--- config.mk ---
export PLATFORM = sky130hd
export DESIGN_NAME = kwdt_top
export DESIGN_NICKNAME = d
export VERILOG_FILES = /design/src/rtl/kwdt_pkg.sv /design/src/rtl/kwdt_regs.sv /design/src/rtl/kwdt_core.sv /design/src/rtl/kwdt_pulse.sv /design/src/rtl/kwdt_top.sv
export SDC_FILE = /design/constraint.sdc
export NUM_CORES = 1
export LEC_CHECK = 0
export BUFFER_PORTS_ARGS = -buffer_cell sky130_fd_sc_hd__buf_4
export CORE_UTILIZATION = 55
export DETAILED_ROUTE_END_ITERATION = 7
export PLACE_DENSITY_LB_ADDON = 0.12
export REMOVE_ABC_BUFFERS = 1
export SKIP_LAST_GASP = 1
export SYNTH_ARGS = -nofsm -noshare
export SYNTH_HDL_FRONTEND = slang
export SYNTH_SLANG_ARGS = --single-unit
--- constraint.sdc ---
create_clock -name clk -period 5.56 [get_ports clk]
set_input_delay 0.834 -clock clk [delete_from_list [all_inputs] [get_ports clk]]
set_output_delay 0.834 -clock clk [all_outputs]
set_load 0.05 [all_outputs]
--- src/rtl/kwdt_pkg.sv ---
`timescale 1ns/1ps
package kwdt_pkg;
   localparam int DATA_W     = 32;
   localparam int SEL_W      = 2;
   localparam int CODE_W     = 2;
   localparam int MODE_W     = 7;
   localparam logic [11:0] MODE_KEY    = 12'hABC;
   localparam logic [11:0] PERIOD_KEY  = 12'h248;
   localparam logic [15:0] RESTART_KEY = 16'h1999;

   typedef enum logic [1:0] {
      IDX_MODE    = 2'd0,
      IDX_PERIOD  = 2'd1,
      IDX_RESTART = 2'd2,
      IDX_STATUS  = 2'd3
   } reg_idx_e;

   typedef struct packed {
      logic [CODE_W-1:0] irq_code;
      logic [CODE_W-1:0] rst_code;
      logic              irq_en;
      logic              rst_en;
      logic              run;
   } mode_t;
endpackage

--- src/rtl/kwdt_regs.sv ---
`timescale 1ns/1ps
module kwdt_regs
   import kwdt_pkg::*;
#(
   parameter int RELOAD_W = 12,
   parameter int ADDR_W   = 4
) (
   input  logic                clk,
   input  logic                rst_n,
   input  logic                psel,
   input  logic                penable,
   input  logic                pwrite,
   input  logic [ADDR_W-1:0]   paddr,
   input  logic [DATA_W-1:0]   pwdata,
   input  logic                expire_i,
   output logic [DATA_W-1:0]   prdata,
   output mode_t               mode_q,
   output logic [SEL_W-1:0]    presc_q,
   output logic [RELOAD_W-1:0] reload_q,
   output logic                load_o,
   output logic                timed_out_q
);
   localparam int PERIOD_BITS = RELOAD_W + SEL_W;

   initial begin
      assert (RELOAD_W >= 1 && RELOAD_W <= 18)
         else $error("kwdt_regs: RELOAD_W must be 1..18");
      assert (ADDR_W >= 4)
         else $error("kwdt_regs: ADDR_W must be at least 4");
   end

   logic        addr_ok;
   reg_idx_e    idx;
   logic        wr_acc;
   logic        rd_acc;
   logic [11:0] cfg_key;
   logic [15:0] rs_key;
   mode_t       new_mode;
   logic        mode_wr;
   logic        period_wr;
   logic        restart_wr;
   logic        flag_clr;

   assign addr_ok    = (paddr[1:0] == 2'b00) && ((paddr >> 4) == '0);
   assign idx        = reg_idx_e'(paddr[3:2]);
   assign wr_acc     = psel && penable && pwrite && addr_ok;
   assign rd_acc     = psel && !pwrite && addr_ok;
   assign cfg_key    = pwdata[31:20];
   assign rs_key     = pwdata[19:4];
   assign new_mode   = mode_t'(pwdata[MODE_W-1:0]);

   assign mode_wr    = wr_acc && (idx == IDX_MODE) && (cfg_key == MODE_KEY);
   assign period_wr  = wr_acc && (idx == IDX_PERIOD) && (cfg_key == PERIOD_KEY)
                       && !mode_q.run;
   assign restart_wr = wr_acc && (idx == IDX_RESTART) && (rs_key == RESTART_KEY);
   assign load_o     = (mode_wr && new_mode.run && !mode_q.run)
                       || (restart_wr && mode_q.run);
   assign flag_clr   = restart_wr || (mode_wr && !new_mode.run);

   always_ff @(posedge clk) begin
      if (!rst_n) begin
         mode_q <= '0;
      end else if (mode_wr) begin
         mode_q <= new_mode;
      end
   end

   always_ff @(posedge clk) begin
      if (!rst_n) begin
         presc_q  <= '1;
         reload_q <= '1;
      end else if (period_wr) begin
         presc_q  <= pwdata[SEL_W-1:0];
         reload_q <= pwdata[PERIOD_BITS-1:SEL_W];
      end
   end

   always_ff @(posedge clk) begin
      if (!rst_n) begin
         timed_out_q <= 1'b0;
      end else if (flag_clr) begin
         timed_out_q <= 1'b0;
      end else if (expire_i) begin
         timed_out_q <= 1'b1;
      end
   end

   always_comb begin
      prdata = '0;
      if (rd_acc) begin
         unique case (idx)
            IDX_MODE:    prdata = DATA_W'(mode_q);
            IDX_PERIOD:  prdata = DATA_W'({reload_q, presc_q});
            IDX_RESTART: prdata = '0;
            IDX_STATUS:  prdata = DATA_W'(timed_out_q);
            default:     prdata = '0;
         endcase
      end
   end

   AST_MODE_KEY: assert property (@(posedge clk) disable iff (!rst_n)
      (wr_acc && idx == IDX_MODE && cfg_key != MODE_KEY) |=> $stable(mode_q));
   AST_PERIOD_KEY: assert property (@(posedge clk) disable iff (!rst_n)
      (wr_acc && idx == IDX_PERIOD && cfg_key != PERIOD_KEY)
      |=> ($stable(presc_q) && $stable(reload_q)));
   AST_PERIOD_LOCK: assert property (@(posedge clk) disable iff (!rst_n)
      (wr_acc && idx == IDX_PERIOD && mode_q.run)
      |=> ($stable(presc_q) && $stable(reload_q)));
   AST_FLAG_CLEAR: assert property (@(posedge clk) disable iff (!rst_n)
      (wr_acc && idx == IDX_RESTART && rs_key == RESTART_KEY) |=> !timed_out_q);
   AST_FLAG_SET: assert property (@(posedge clk) disable iff (!rst_n)
      (expire_i && !psel) |=> timed_out_q);
   AST_READ_NO_KEY: assert property (@(posedge clk) disable iff (!rst_n)
      rd_acc |-> (prdata[31:20] == '0));
endmodule

--- src/rtl/kwdt_core.sv ---
`timescale 1ns/1ps
module kwdt_core
   import kwdt_pkg::*;
#(
   parameter int RELOAD_W  = 12,
   parameter int LOW_W     = 12,
   parameter int PRE_SHIFT = 3
) (
   input  logic                clk,
   input  logic                rst_n,
   input  logic                run_i,
   input  logic                load_i,
   input  logic [SEL_W-1:0]    presc_i,
   input  logic [RELOAD_W-1:0] reload_i,
   output logic                expire_o
);
   localparam int CNT_W = RELOAD_W + LOW_W;
   localparam int NDIV  = 2 ** SEL_W;
   localparam int PRE_W = PRE_SHIFT * NDIV;

   initial begin
      assert (LOW_W >= 1) else $error("kwdt_core: LOW_W must be at least 1");
      assert (PRE_SHIFT >= 1 && PRE_SHIFT <= 6)
         else $error("kwdt_core: PRE_SHIFT must be 1..6");
   end

   logic [PRE_W-1:0] pre_q;
   logic [CNT_W-1:0] cnt_q;
   logic [CNT_W-1:0] load_val;
   logic [NDIV-1:0]  tick_vec;
   logic             tick;

   for (genvar i = 0; i < NDIV; i++) begin : g_div
      assign tick_vec[i] = &pre_q[PRE_SHIFT*(i+1)-1:0];
   end

   assign tick     = tick_vec[presc_i];
   assign load_val = {reload_i, {LOW_W{1'b1}}};
   assign expire_o = run_i && !load_i && tick && (cnt_q == '0);

   always_ff @(posedge clk) begin
      if (!rst_n) begin
         pre_q <= '0;
         cnt_q <= '0;
      end else if (load_i) begin
         pre_q <= '0;
         cnt_q <= load_val;
      end else if (run_i) begin
         pre_q <= pre_q + 1'b1;
         if (tick) begin
            cnt_q <= (cnt_q == '0) ? load_val : cnt_q - 1'b1;
         end
      end
   end

   AST_CNT_STEP: assert property (@(posedge clk) disable iff (!rst_n)
      (run_i && !load_i && tick && cnt_q != '0) |=> (cnt_q == $past(cnt_q) - 1'b1));
   AST_LOAD_FULL: assert property (@(posedge clk) disable iff (!rst_n)
      load_i |=> (cnt_q == $past(load_val) && pre_q == '0));
   AST_IDLE_HOLD: assert property (@(posedge clk) disable iff (!rst_n)
      (!run_i && !load_i) |=> ($stable(cnt_q) && $stable(pre_q)));
endmodule

--- src/rtl/kwdt_pulse.sv ---
`timescale 1ns/1ps
module kwdt_pulse
   import kwdt_pkg::*;
#(
   parameter int BASE_LEN = 4,
   parameter int MIN_LEN  = 0
) (
   input  logic              clk,
   input  logic              rst_n,
   input  logic              fire_i,
   input  logic [CODE_W-1:0] code_i,
   output logic              pulse_o
);
   localparam int MAX_BASE = BASE_LEN << ((2 ** CODE_W) - 1);
   localparam int LEN_MAX  = (MAX_BASE > MIN_LEN) ? MAX_BASE : MIN_LEN;
   localparam int MIN_EFF  = (BASE_LEN > MIN_LEN) ? BASE_LEN : MIN_LEN;
   localparam int LW       = $clog2(LEN_MAX + 1);
   localparam int HW       = LW + 1;

   initial begin
      assert (BASE_LEN >= 1) else $error("kwdt_pulse: BASE_LEN must be at least 1");
   end

   logic [LW-1:0] len_raw;
   logic [LW-1:0] len;
   logic [LW-1:0] cnt_q;
   logic [HW-1:0] hi_q;

   assign len_raw = LW'(BASE_LEN) << code_i;

   if (MIN_LEN > BASE_LEN) begin : g_stretch
      assign len = (len_raw < LW'(MIN_LEN)) ? LW'(MIN_LEN) : len_raw;
   end else begin : g_plain
      assign len = len_raw;
   end

   always_ff @(posedge clk) begin
      if (!rst_n) begin
         cnt_q <= '0;
      end else if (fire_i) begin
         cnt_q <= len;
      end else if (cnt_q != '0) begin
         cnt_q <= cnt_q - 1'b1;
      end
   end

   assign pulse_o = (cnt_q != '0);

   always_ff @(posedge clk) begin
      if (!rst_n) begin
         hi_q <= '0;
      end else if (!pulse_o) begin
         hi_q <= '0;
      end else if (hi_q != '1) begin
         hi_q <= hi_q + 1'b1;
      end
   end

   AST_LEN_BOUND: assert property (@(posedge clk) disable iff (!rst_n)
      cnt_q <= LW'(LEN_MAX));
   AST_MIN_WIDTH: assert property (@(posedge clk) disable iff (!rst_n)
      $fell(pulse_o) |-> (hi_q >= HW'(MIN_EFF)));
endmodule

--- src/rtl/kwdt_top.sv ---
`timescale 1ns/1ps
module kwdt_top
   import kwdt_pkg::*;
#(
   parameter int RELOAD_W  = 12,
   parameter int LOW_W     = 12,
   parameter int PRE_SHIFT = 3,
   parameter int BASE_LEN  = 4,
   parameter int IRQ_MIN   = 8,
   parameter int ADDR_W    = 4
) (
   input  logic              clk,
   input  logic              rst_n,
   input  logic              psel,
   input  logic              penable,
   input  logic              pwrite,
   input  logic [ADDR_W-1:0] paddr,
   input  logic [31:0]       pwdata,
   output logic [31:0]       prdata,
   output logic              wdt_rst_o,
   output logic              wdt_irq_o
);
   localparam int NOUT = 2;

   mode_t               mode_q;
   logic [SEL_W-1:0]    presc_q;
   logic [RELOAD_W-1:0] reload_q;
   logic                load;
   logic                timed_out;
   logic                expire;
   logic [NOUT-1:0]     out_en;
   logic [CODE_W-1:0]   out_code [NOUT];
   logic [NOUT-1:0]     out_pulse;

   kwdt_regs #(.RELOAD_W(RELOAD_W), .ADDR_W(ADDR_W)) regs_i (
      .clk(clk), .rst_n(rst_n), .psel(psel), .penable(penable),
      .pwrite(pwrite), .paddr(paddr), .pwdata(pwdata), .expire_i(expire),
      .prdata(prdata), .mode_q(mode_q), .presc_q(presc_q),
      .reload_q(reload_q), .load_o(load), .timed_out_q(timed_out)
   );

   kwdt_core #(.RELOAD_W(RELOAD_W), .LOW_W(LOW_W), .PRE_SHIFT(PRE_SHIFT)) core_i (
      .clk(clk), .rst_n(rst_n), .run_i(mode_q.run), .load_i(load),
      .presc_i(presc_q), .reload_i(reload_q), .expire_o(expire)
   );

   assign out_en      = {mode_q.irq_en, mode_q.rst_en};
   assign out_code[0] = mode_q.rst_code;
   assign out_code[1] = mode_q.irq_code;

   for (genvar g = 0; g < NOUT; g++) begin : g_out
      kwdt_pulse #(.BASE_LEN(BASE_LEN), .MIN_LEN((g == 1) ? IRQ_MIN : 0)) pulse_i (
         .clk(clk), .rst_n(rst_n), .fire_i(expire && out_en[g]),
         .code_i(out_code[g]), .pulse_o(out_pulse[g])
      );
      AST_OUT_NEEDS_EN: assert property (@(posedge clk) disable iff (!rst_n)
         $rose(out_pulse[g]) |-> $past(out_en[g] && mode_q.run));
   end

   assign wdt_rst_o = out_pulse[0];
   assign wdt_irq_o = out_pulse[1];

   AST_STATUS_AFTER_EXPIRE: assert property (@(posedge clk) disable iff (!rst_n)
      $rose(wdt_rst_o) |-> timed_out);
endmodule

# ---- After elaboration in Yosys (flattened, before gate mapping)
# Index checks and enable logic that the tools add are counted.
dict set report word_totals {
  mem_bits_rw 0
  romBits 0
  latchBits 0
  ff_bits 70
  n_memories 0
  output_inout_bits 34
  inputBits 41
}
dict set report classes {
  n_addsub 4
  multipliers 0
  order_cmp 2
  mux 13
  n_reduce_logical 43
  n_shift 2
  n_eq_ne 6
  n_div 0
  bitwise_logic 1
}
# op n
set op_table {}
lappend op_table {{32-bit one-hot mux with 4 select lines} 1}
lappend op_table {{24-bit 2-to-1 mux} 4}
lappend op_table {{32-bit 2-to-1 mux} 1}
lappend op_table {{6-bit 2-to-1 mux} 5}
lappend op_table {{24-bit logical NOT} 1}
lappend op_table {{24-bit by 1-bit subtractor with 24-bit output, second input constant} 1}
lappend op_table {{1-bit logical AND} 21}
lappend op_table {{16-bit by 13-bit equality test with 1-bit output, second input constant} 1}
lappend op_table {{12-bit by 1-bit adder with 12-bit output, second input constant} 1}
lappend op_table {{12-bit by 10-bit equality test with 1-bit output, second input constant} 1}
lappend op_table {{12-bit equality test, second input constant} 1}
lappend op_table {{12-bit AND reduction} 1}
lappend op_table {{6-bit nonzero test} 2}
lappend op_table {{3-bit by 2-bit << shifter with 6-bit output, first input constant} 2}
lappend op_table {{6-bit by 1-bit subtractor with 6-bit output, second input constant} 2}
lappend op_table {{9-bit AND reduction} 1}
lappend op_table {{2-bit nonzero test} 4}
lappend op_table {{6-bit by 4-bit < comparator with 1-bit output, second input constant} 1}
lappend op_table {{6-bit AND reduction} 1}
lappend op_table {{2-bit equality test, second input constant} 2}
lappend op_table {{1-bit logical NOT} 4}
lappend op_table {{2-bit logical NOT} 2}
lappend op_table {{2-bit OR reduction} 2}
lappend op_table {{2-bit by 3-bit < comparator with 1-bit output, second input constant} 1}
lappend op_table {{other kinds (7)} 8}

# ---- Depth between registers and ports, before layout
# Gate-level depths: netlist of run 1.
dict set report depth {
  depth_word 14
  mapped_depth 12
  depth_no_buf 11
}

# ---- Modules after synthesis
# A second synthesis of run 1 with hierarchy kept.
dict set report unflattened {
  cells_unflattened 505
  area_unflattened_um2 4207.8
}
# module cells_per_inst seq_area_each_um2 area_each_um2 n_inst
set modules_own_cells {}
lappend modules_own_cells {kwdt_core 259 720.7 2095.8 1}
lappend modules_own_cells {kwdt_regs 164 440.4 1395.1 1}
lappend modules_own_cells {{kwdt_pulse at g_out[0].pulse_i} 41 120.1 365.4 1}
lappend modules_own_cells {{kwdt_pulse at g_out[1].pulse_i} 39 120.1 339.1 1}
lappend modules_own_cells {kwdt_top 2 0.0 12.5 1}

# ---- Worst setup path before layout of run 1
# Ideal clock, no wire load.
dict set report synth_timing {
  kind {input-to-output}
  startpoint {input paddr[1]}
  endpoint {output prdata[1]}
  path_stages 5
  arrival_ns 2.314
  path_slack_ns 2.412
  t_required_ns 4.726
  cell_sequence {nor3b_1 > nand2b_1 > or2_2 > clkbuf_1 > nor2_1}
}
dict set report synth_between {
  elab_chain_len 3
}
# element line
set synth_rtl {}
lappend synth_rtl {{start: declaration} kwdt_top.sv:17} ;# input logic [ADDR_W-1:0] paddr,
lappend synth_rtl {{2-bit logical NOT} kwdt_regs.sv:44} ;# assign addr_ok = (paddr[1:0] == 2'b00) && ((paddr >> 4) == '0);
lappend synth_rtl {{1-bit logical AND} kwdt_regs.sv:47} ;# assign rd_acc = psel && !pwrite && addr_ok;
lappend synth_rtl {{32-bit 2-to-1 mux} kwdt_regs.sv:90} ;# if (rd_acc) begin
lappend synth_rtl {{end: declaration} kwdt_top.sv:19} ;# output logic [31:0] prdata,
# No other way between the ends.

# ---- Final worst setup path of run 1
dict set report layout_timing {
  startpoint {register core_i.pre_q[0]}
  endpoint {register core_i.cnt_q[14]}
}
dict set report layout_between {
  elab_chain_len 5
}
# element line
set layout_rtl {}
lappend layout_rtl {{start: declaration} kwdt_core.sv:27} ;# logic [PRE_W-1:0] pre_q;
lappend layout_rtl {{start signal: assignment} kwdt_core.sv:49} ;# pre_q <= pre_q + 1'b1;
lappend layout_rtl {{12-bit AND reduction, or another cell as far along} kwdt_core.sv:34} ;# assign tick_vec[i] = &pre_q[PRE_SHIFT*(i+1)-1:0];
lappend layout_rtl {{1-bit binary-select mux with 2-bit select (*)} kwdt_core.sv:37} ;# assign tick = tick_vec[presc_i];
lappend layout_rtl {{1-bit 2-to-1 mux (implied by the code) (*)} kwdt_core.sv:37}
lappend layout_rtl {{2-bit nonzero test (no source line) (*)} -}
lappend layout_rtl {{2-bit AND reduction (no source line) (*)} -}
lappend layout_rtl {{end signal: assignment} kwdt_core.sv:47} ;# cnt_q <= load_val;
lappend layout_rtl {{end signal: assignment} kwdt_core.sv:51} ;# cnt_q <= (cnt_q == '0) ? load_val : cnt_q - 1'b1;
lappend layout_rtl {{end: declaration} kwdt_core.sv:28} ;# logic [CNT_W-1:0] cnt_q;
# Mark *: on every way between the ends. The rest lies on a longest branch, timed or not. The select of a mux whose other input is x is not followed.
# A chain may end at the register's enable or synchronous reset.

==> metrics.txt, run 1 <==
CP startpoint core_i.pre_q[0]; Buffers & Inverters on Critical Path 1; gr ovfl total 0; Levels on crit path 11; first-pass GRT wire length 15800 um; PwrDens 303 nW/um^2; post-CTS sizing 0; max cap viols 0; hold crit path type reg -> reg; final setup violating endpoints 0; HPWL after DPL 6600 um; required time of the worst setup path 5830 ps; via count 3620; Initial Util 58.0%; initial antenna violation count 0; drt drc 0; Post-synth EDFFs 0; peak supply drop 0.129 mV; pin slew with the least headroom to its limit 806 ps; CP Capture Type flip-flop; P&R area growth vs syn 14.2%; die area 7630 um^2; final setup TNS 0 ps; Clk pin slew, worst setup/hold paths 90 ps; htree depth 3; Leak Pwr 0.00195 uW; drt first-iter violations 178; vias in the first global route 3416; CTS tree done; Yosys cell types 54; largest net degree at the start of global routing 48; Crit Reg-Reg Startpoint core_i.pre_q[0]; Synth warnings 0; Avg Cell Area, Syn 8.23 um^2; max_slew headroom 46.1%; Core ar. 6910 um^2; ANT nets after route 0; Die H 87.3 um; Fmax 320 MHz; Syn Std Cell Area 4010 um^2; die width 87.3 um; share of layout cells above drive strength 1 16.4%; WL/cell 14.8 um; most common cell after layout, fill and taps aside dfxtp_1; Cells after DPL 615; CTS sink count 70; number of synthesized register bits 70; cells after synthesis 487; maximum clock path buffer count 2; gpl congestion 0.837; Seq/Total Area, Yosys 35.0%; pre-CTS WS 2340 ps; clk_skew 11.1 ps; Tcrit/Tclk final 56.1%; Num CTS Buffers 9; most frequent cells in the layout 70 x dfxtp_1, 58 x buf_4, 54 x nor2_1, 53 x nand2_1, 44 x mux2i_1; nets@finish 577; fin cells 631; Final Slew Violations 0; Post-CTS Hold Buffers 0; final worst slack 2440 ps; setup bufs post-CTS 0; startpoint types flip-flop; DR vias/cell 5.74; I/O pin count 75; status completed; Worst R2R Setup Slack 2440 ps; Setup crit end core_i.cnt_q[14]; crit path kind reg -> reg; Row Count 30; delay-heaviest family, CP compound AO/OA/AOI/OAI gates; GRT Overall Usage 26.6%; Period minus WS final 3120 ps; Crit Path Max Fanout 11; critical path data arrival time 3390 ps; Final Hold Fails 0; Worst R2R Path Depth 11; slowest stage cell on the critical path a2bb2oi_1; latest clock arrival within the worst-skew pair 360 ps; most used cell, CP ha_1; final WL 9340 um; Root Buffer clkbuf_8; Antenna diodes 0; RR Endpoint core_i.cnt_q[14]; top_reg_cell synth dfxtp_1; asr flop ratio synth 0%; CP cell instances ha_1, nand3_1, nor2_1, and3_1, ha_1, inv_1, o221ai_1, o211ai_1, a2bb2oi_1, nand2_1, o22ai_1; unrepaired setup endpoints after global routing false; IO buf count 56; DRT Pass-1 Iters 5; delay of the slowest critical-path stage 450 ps
==> layout make-up <==
class | instances | area (um^2)
Fill cell | 604 | 2330
Tap cell | 96 | 120
Multi-Input combinational cell | 379 | 2370
Clock inverter | 7 | 80.1
Clock buffer | 9 | 124
Inverter | 12 | 45.0
Timing Repair Buffer | 58 | 435
Sequential cell | 70 | 1400
==> worst register-to-register path, delay by kind of cell (launching register included) <==
kind	cells	cell delay, ps
flops	1	380
simple gates	4	980
buf+inv	1	40
compound gates	4	1240
fa+ha+maj	2	380
==> cell usage after synthesis (all sizes together), types with 13 or more instances <==
master	count	area, um^2
a21oi	25	125
nor2	54	203
o21ai	15	75.1
dfxtp	70	1400
nand3	13	65.1
nand4	15	100
nand2	53	199
nor3	14	70.1
mux2i	44	440
clkbuf	17	63.8
buf	26	190
==> metal layers <==
layer  routed length (um)  GRT usage (%)  vias up
met5                    0              0        -
met3                  574           6.64       14
met4                  121           9.09        0
li1                     -              -     1792
met1                 4280           33.9     1679
met2                 4360           43.5      135
==> how the worst min path moves through the flow <==
stage          slack, ps  depth (start not counted)          endpoint              from
5_1_grt              490                          2  core_i.cnt_q[19]  core_i.cnt_q[19]
4_1_cts              450                          2  core_i.cnt_q[19]  core_i.cnt_q[19]
6_report             450                          2  core_i.cnt_q[19]  core_i.cnt_q[19]
3_5_place_dp         440                          2  core_i.cnt_q[19]  core_i.cnt_q[19]
3_3_place_gp         440                          2  core_i.cnt_q[19]  core_i.cnt_q[19]
2_1_floorplan        430                          2  core_i.cnt_q[19]  core_i.cnt_q[19]
==> sequential cells by signal (all words and copies together) (netlist names) <==
signal	flops
core_i.cnt_q	24
core_i.pre_q	12
g_out.pulse_i.cnt_q	12
regs_i.mode_q	7
regs_i.presc_q	2
regs_i.reload_q	12
regs_i.timed_out_q	1
==> report_power, final <==
group / internal, uW / switching [uW]
clock: 212 / 218
combinational: 153 / 242
sequential: 535 / 24.3
==> stage by stage <==
stage	hold WS (ps)	utilization (%)	total power, uW	area, um^2
floorplan	430	-	867	3820
global placement	440	63.3	957	4370
detailed placement	442	63.3	967	4370
CTS	453	66.3	1390	4580
global route	493	66.3	1460	4580
finish	451	66.3	1390	4580
==> cell families after synthesis <==
logic type	share of synthesized area (%)
xor+xnor	3.28
simple gates	28.3
buf+inv	7.46
compound gates	12.5
other cells	0.0936
flops	35.0
mux	11.6
fa+ha+maj	1.87
No activity file was read; power rests on OpenSTA's default activity.
==> run 2, diff against run 1 <==
- clock period: 5.56 -> 3.02 ns (I/O delays scaled with it)
==> metrics.txt, run 2 (synthesis gave the netlist of run 1 again) <==
status completed; fill cell count 589 (-2.5%); share of layout cells above drive strength 1 18.2% (+1.7 points); final setup violating endpoints 0 (unchanged); gr ovfl total 0 (unchanged); GRT Overall Usage 26.8% (+0.23 points); HPWL after DPL 6930 um (+5.1%); max_slew headroom 60.3% (+14 points); worst hold stages 3 (+1); Period minus WS final 2750 ps (-366 ps); Final Slew Violations 0 (unchanged); ANT nets after route 0 (unchanged); Crit Reg-Reg Startpoint core_i.pre_q[0]; Row Count 30 (unchanged); first-pass GRT wire length 16000 um (+1.3%); Worst R2R Path Depth 11 (unchanged); drt first-iter violations 257 (+44%); CTS sink count 70 (unchanged); post-CTS sizing 0 (unchanged); P&R area growth vs syn 16.3%; Clk pin slew, worst setup/hold paths 90 ps (about the same); final hold slack 323 ps (-128 ps); Final Hold Fails 0 (unchanged); met2 wire len 4470 um (+2.5%); IO buf count 56 (unchanged); hold crit path type in -> reg; Leak Pwr 0.00200 uW (+2.9%); nets@finish 587 (+1.7%); most frequent cells in the layout 70 x dfxtp_1, 68 x buf_4, 54 x nor2_1, 53 x nand2_1, 44 x mux2i_1; final worst slack 265 ps (-2170 ps); die area 7630 um^2 (unchanged); critical path data arrival time 3000 ps (-390 ps); Top reg by flops core_i.cnt_q; CP Capture Type flip-flop; startpoint types flip-flop; drt drc 0 (unchanged); latest clock arrival within the worst-skew pair 360 ps (about the same); gpl congestion 0.809 (-3.4%); crit path kind reg -> reg; Max Used Layer met4; die width 87.3 um (unchanged); vias in the first global route 3488 (+2.1%); Post-CTS Hold Buffers 0 (unchanged); setup bufs post-CTS 0 (unchanged); Worst R2R Setup Slack 270 ps (-2170 ps); Metal-1 WL 4230 um (-1.0%); RR Endpoint core_i.cnt_q[10]; via count 3722 (+2.8%); Root Buffer clkbuf_8; WL/cell 14.7 um (-0.35%); Crit Path Max Fanout 11 (unchanged); pre-CTS WS 278 ps (-2060 ps); wire length on met3 550 um (-4.2%); final WL 9450 um (+1.2%); worst min-delay path startpoint pwdata[3]; most common cell after layout, fill and taps aside dfxtp_1; clk_skew 14.2 ps (+3.13 ps); Tcrit/Tclk final 91.2% (+35 points); required time of the worst setup path 3260 ps (-2570 ps); largest net degree at the start of global routing 32 (-33%); pin slew with the least headroom to its limit 592 ps (-214 ps); htree depth 3 (unchanged); Hold Path End regs_i.reload_q[1]; initial antenna violation count 0 (unchanged); DR vias/cell 5.81 (+1.2%); maximum clock path buffer count 2 (unchanged); Num CTS Buffers 9 (unchanged); I/O pin count 75 (unchanged); peak supply drop 0.283 mV (+120%); Fmax 363 MHz (+13%); DRT Pass-1 Iters 7 (+2); unrepaired setup endpoints after global routing false; Antenna diodes 0 (unchanged); Core ar. 6910 um^2 (unchanged); CTS tree done; Initial Util 58.0% (unchanged); Die H 87.3 um (unchanged); final setup TNS 0 ps (unchanged); max cap viols 0 (unchanged); number of flip-flops in the largest register 24 (unchanged); PwrDens 548 nW/um^2 (+81%)
[run 2: area by class of cell]
type | instances | area, um^2 | area share [%]
clock buffers | 10 | 138 | 2.95
clock inverters | 6 | 68.8 | 1.48
flip-flops and latches | 70 | 1400 | 30.1
repair buffers | 68 | 510 | 11.0
multi-input cells | 379 | 2380 | 51.0
inverters | 12 | 45.0 | 0.967
well taps | 96 | 120 | 2.58
[run 2: how the worst max path moves through the flow]
stage,startpoint,endpoint,slack [ps],cells past startpoint
2_1_floorplan,core_i.pre_q[0],core_i.cnt_q[4],340,11
3_3_place_gp,core_i.pre_q[0],core_i.cnt_q[13],380,12
3_5_place_dp,core_i.pre_q[0],core_i.cnt_q[13],280,12
4_1_cts,core_i.pre_q[0],core_i.cnt_q[13],240,12
5_1_grt,core_i.pre_q[0],core_i.cnt_q[10],6,11
6_report,core_i.pre_q[0],core_i.cnt_q[10],270,11
[run 2: routing by layer]
| metal | vias up | global-route usage [%] |
|---|---|---|
| met5 | - | 0 |
| li1 | 1820 | - |
| met1 | 1728 | 34.5 |
| met4 | 0 | 12.1 |
| met2 | 155 | 44.2 |
| met3 | 19 | 3.98 |
[run 2: worst max-delay path: stages, from the launching register on]
cell,delay (ps)
dfxtp_1,380
ha_1,210
nand3_1,80
nor2_1,130
and3_1,180
ha_1,160
inv_1,40
o221ai_1,200
o211ai_1,240
or3_1,570
o31a_1,330
o21a_1,100
[run 2: stage by stage]
step / util (%) / instance area [um^2] / instances / power, uW
after global placement: 64.4 / 4450 / 625 / 1760
final: 67.5 / 4660 / 641 / 2550
after global routing: 67.5 / 4660 / 641 / 2670
after CTS: 67.4 / 4650 / 641 / 2570
after detailed placement: 64.4 / 4450 / 625 / 1790
after floorplan: - / 3820 / 461 / 1600
[run 2: power by group]
part           leakage [uW]  switching (uW)  internal, uW  total, uW
combinational       0.00133             447           285        731
clock              0.000103             380           410        790
sequential         0.000565            44.8           985       1030
total               0.00200             872          1680       2550
==> run 3, diff against run 2 <==
- clock period: 3.02 -> 2.95 ns (I/O delays scaled with it)
==> metrics.txt, run 3 (synthesis gave the netlist of run 1 again) <==
status completed; ANT nets after route 0 (unchanged); CP Capture Type flip-flop; most used cell, CP ha_1; sequential power share 40.4% (about the same); startpoint types flip-flop; first-pass GRT wire length 15200 um (-4.8%); Clk pin slew, worst setup/hold paths 80 ps (about the same); CTS sink count 70 (unchanged); sw frac 34.9% (+0.78 points); Root Buffer clkbuf_8; Fmax 384 MHz (+5.8%); initial antenna violation count 0 (unchanged); delay of the slowest critical-path stage 500 ps (-70 ps); Final Slew Violations 0 (unchanged); peak supply drop 0.269 mV (-4.9%); HPWL after DPL 6780 um (-2.2%); required time of the worst setup path 3200 ps (-60 ps); final setup TNS 0 ps (unchanged); CTS tree done; WL/cell 14.4 um (-2.6%); largest net degree at the start of global routing 32 (unchanged); Die H 87.3 um (unchanged); Num CTS Buffers 9 (unchanged); crit path kind reg -> reg; final setup violating endpoints 0 (unchanged); Cells after DPL 625 (unchanged); Tcrit/Tclk final 88.3% (-2.9 points); Leak Pwr 0.00200 uW (-0.15%); Initial Util 58.0% (unchanged); max cap viols 0 (unchanged); Sw Pwr 914 uW (+4.8%); drt drc 0 (unchanged); Final Hold Fails 0 (unchanged); Top reg by flops core_i.cnt_q; gr ovfl total 0 (unchanged); pin slew with the least headroom to its limit 710 ps (+119 ps); number of flip-flops in the largest register 24 (unchanged); gpl congestion 0.923 (+14%); maximum clock path buffer count 2 (unchanged); Row Count 30 (unchanged); PwrDens 561 nW/um^2 (+2.5%); most frequent cells in the layout 70 x dfxtp_1, 68 x buf_4, 54 x nor2_1, 53 x nand2_1, 44 x mux2i_1; worst hold stages 3 (unchanged); Period minus WS final 2600 ps (-150 ps); most common cell after layout, fill and taps aside dfxtp_1; Antenna diodes 0 (unchanged); design internal power 1700 uW (+1.3%); P&R area growth vs syn 16.3% (unchanged); via count 3605 (-3.1%); hold crit path type in -> reg; DR vias/cell 5.62 (-3.1%); vias in the first global route 3356 (-3.8%); power share of the combinational group 28.7% (about the same); nets@finish 587 (unchanged); share of layout cells above drive strength 1 18.3% (+0.18 points); clk_skew 10.7 ps (-3.53 ps); unrepaired setup endpoints after global routing false; max_slew headroom 52.3% (-8.0 points); GRT Overall Usage 25.5% (-1.3 points); final WL 9210 um (-2.6%); DRT Pass-1 Iters 4 (-3); Post-CTS Hold Buffers 0 (unchanged); I/O pin count 75 (unchanged); htree depth 3 (unchanged); slowest stage cell on the critical path or3_4; IO buf count 56 (unchanged); die width 87.3 um (unchanged); Crit Path Max Fanout 11 (unchanged); drt first-iter violations 150 (-42%); CP cell instances ha_1, nand3_1, nor2_1, and3_1, ha_1, inv_1, o221ai_1, o211ai_1, or3_4, o31a_1, o21a_1; Core ar. 6910 um^2 (unchanged); latest clock arrival within the worst-skew pair 350 ps (about the same); die area 7630 um^2 (unchanged); Worst R2R Path Depth 11 (unchanged); fin cells 641 (unchanged); Clock Power Share 30.9% (about the same); critical path data arrival time 2860 ps (-140 ps)
==> run 3: cell count changes in the layout (fill, tap and decap cells not counted), sizes merged <==
cell / previous run / this run
clkinv: 3 / 2
clkbuf: 10 / 9
clkinvlp: 1 / 2
inv: 13 / 14
==> run 3: through the flow <==
| step | hold slack [ps] | total power [uW] | utilization, % | setup slack, ps | area [um^2] |
|---|---|---|---|---|---|
| final | 309 | 2610 | 67.5 | 346 | 4660 |
| after global routing | 310 | 2740 | 67.5 | 55.1 | 4660 |
| after CTS | 304 | 2630 | 67.3 | 246 | 4650 |
| after detailed placement | 449 | 1830 | 64.4 | 252 | 4450 |
| after global placement | 440 | 1810 | 64.4 | 298 | 4450 |
| after floorplan | 430 | 1630 | - | 271 | 3820 |
==> run 3: layout make-up <==
cell class                 instances  area [um^2]
clock buffer                       9          124
clock inverter                     7         80.1
fill                             577         2250
inverter                          12         45.0
multi-input combinational        379         2380
sequential                        70         1400
tap                               96          120
timing repair buffer              68          510
==> run 3: power groups by stage <==
stage               registers (uW)  clock network (uW)  logic (uW)
detailed placement            1080                   0         749
finish                        1060                 809         750
global placement              1070                   0         738
floorplan                     1070                   0         566
global route                  1060                 854         826
CTS                           1060                 820         755
==> run 3: worst paths after layout <==
kind              slack [ps]                  to             start
hold / removal           310  regs_i.reload_q[8]        pwdata[10]
setup / recovery         350    core_i.cnt_q[10]   core_i.pre_q[0]
setup reg to reg         350    core_i.cnt_q[10]   core_i.pre_q[0]
hold reg to reg          460    core_i.cnt_q[19]  core_i.cnt_q[19]
==> run 3: timing repair <==
item / in CTS / in global routing
resized for setup: 0 / 2
endpoints found under the hold margin: 0 / 0
setup buffers: 0 / 0
endpoints found under the setup margin: 0 / 3
==> run 3: per-layer routing <==
metal | track usage (%) | up-vias | wire, um
met5 | 0 | - | 0
met4 | 8.79 | 0 | 140
met3 | 5.78 | 12 | 581
met2 | 42.2 | 128 | 4220
met1 | 32.6 | 1653 | 4270
li1 | - | 1812 | -
==> run 3: critical path, delay by kind of cell (launching register included) <==
family	cells	cell delay, ps
compound gates	4	850
fa+ha+maj	2	370
buf+inv	1	40
flops	1	370
simple gates	4	870
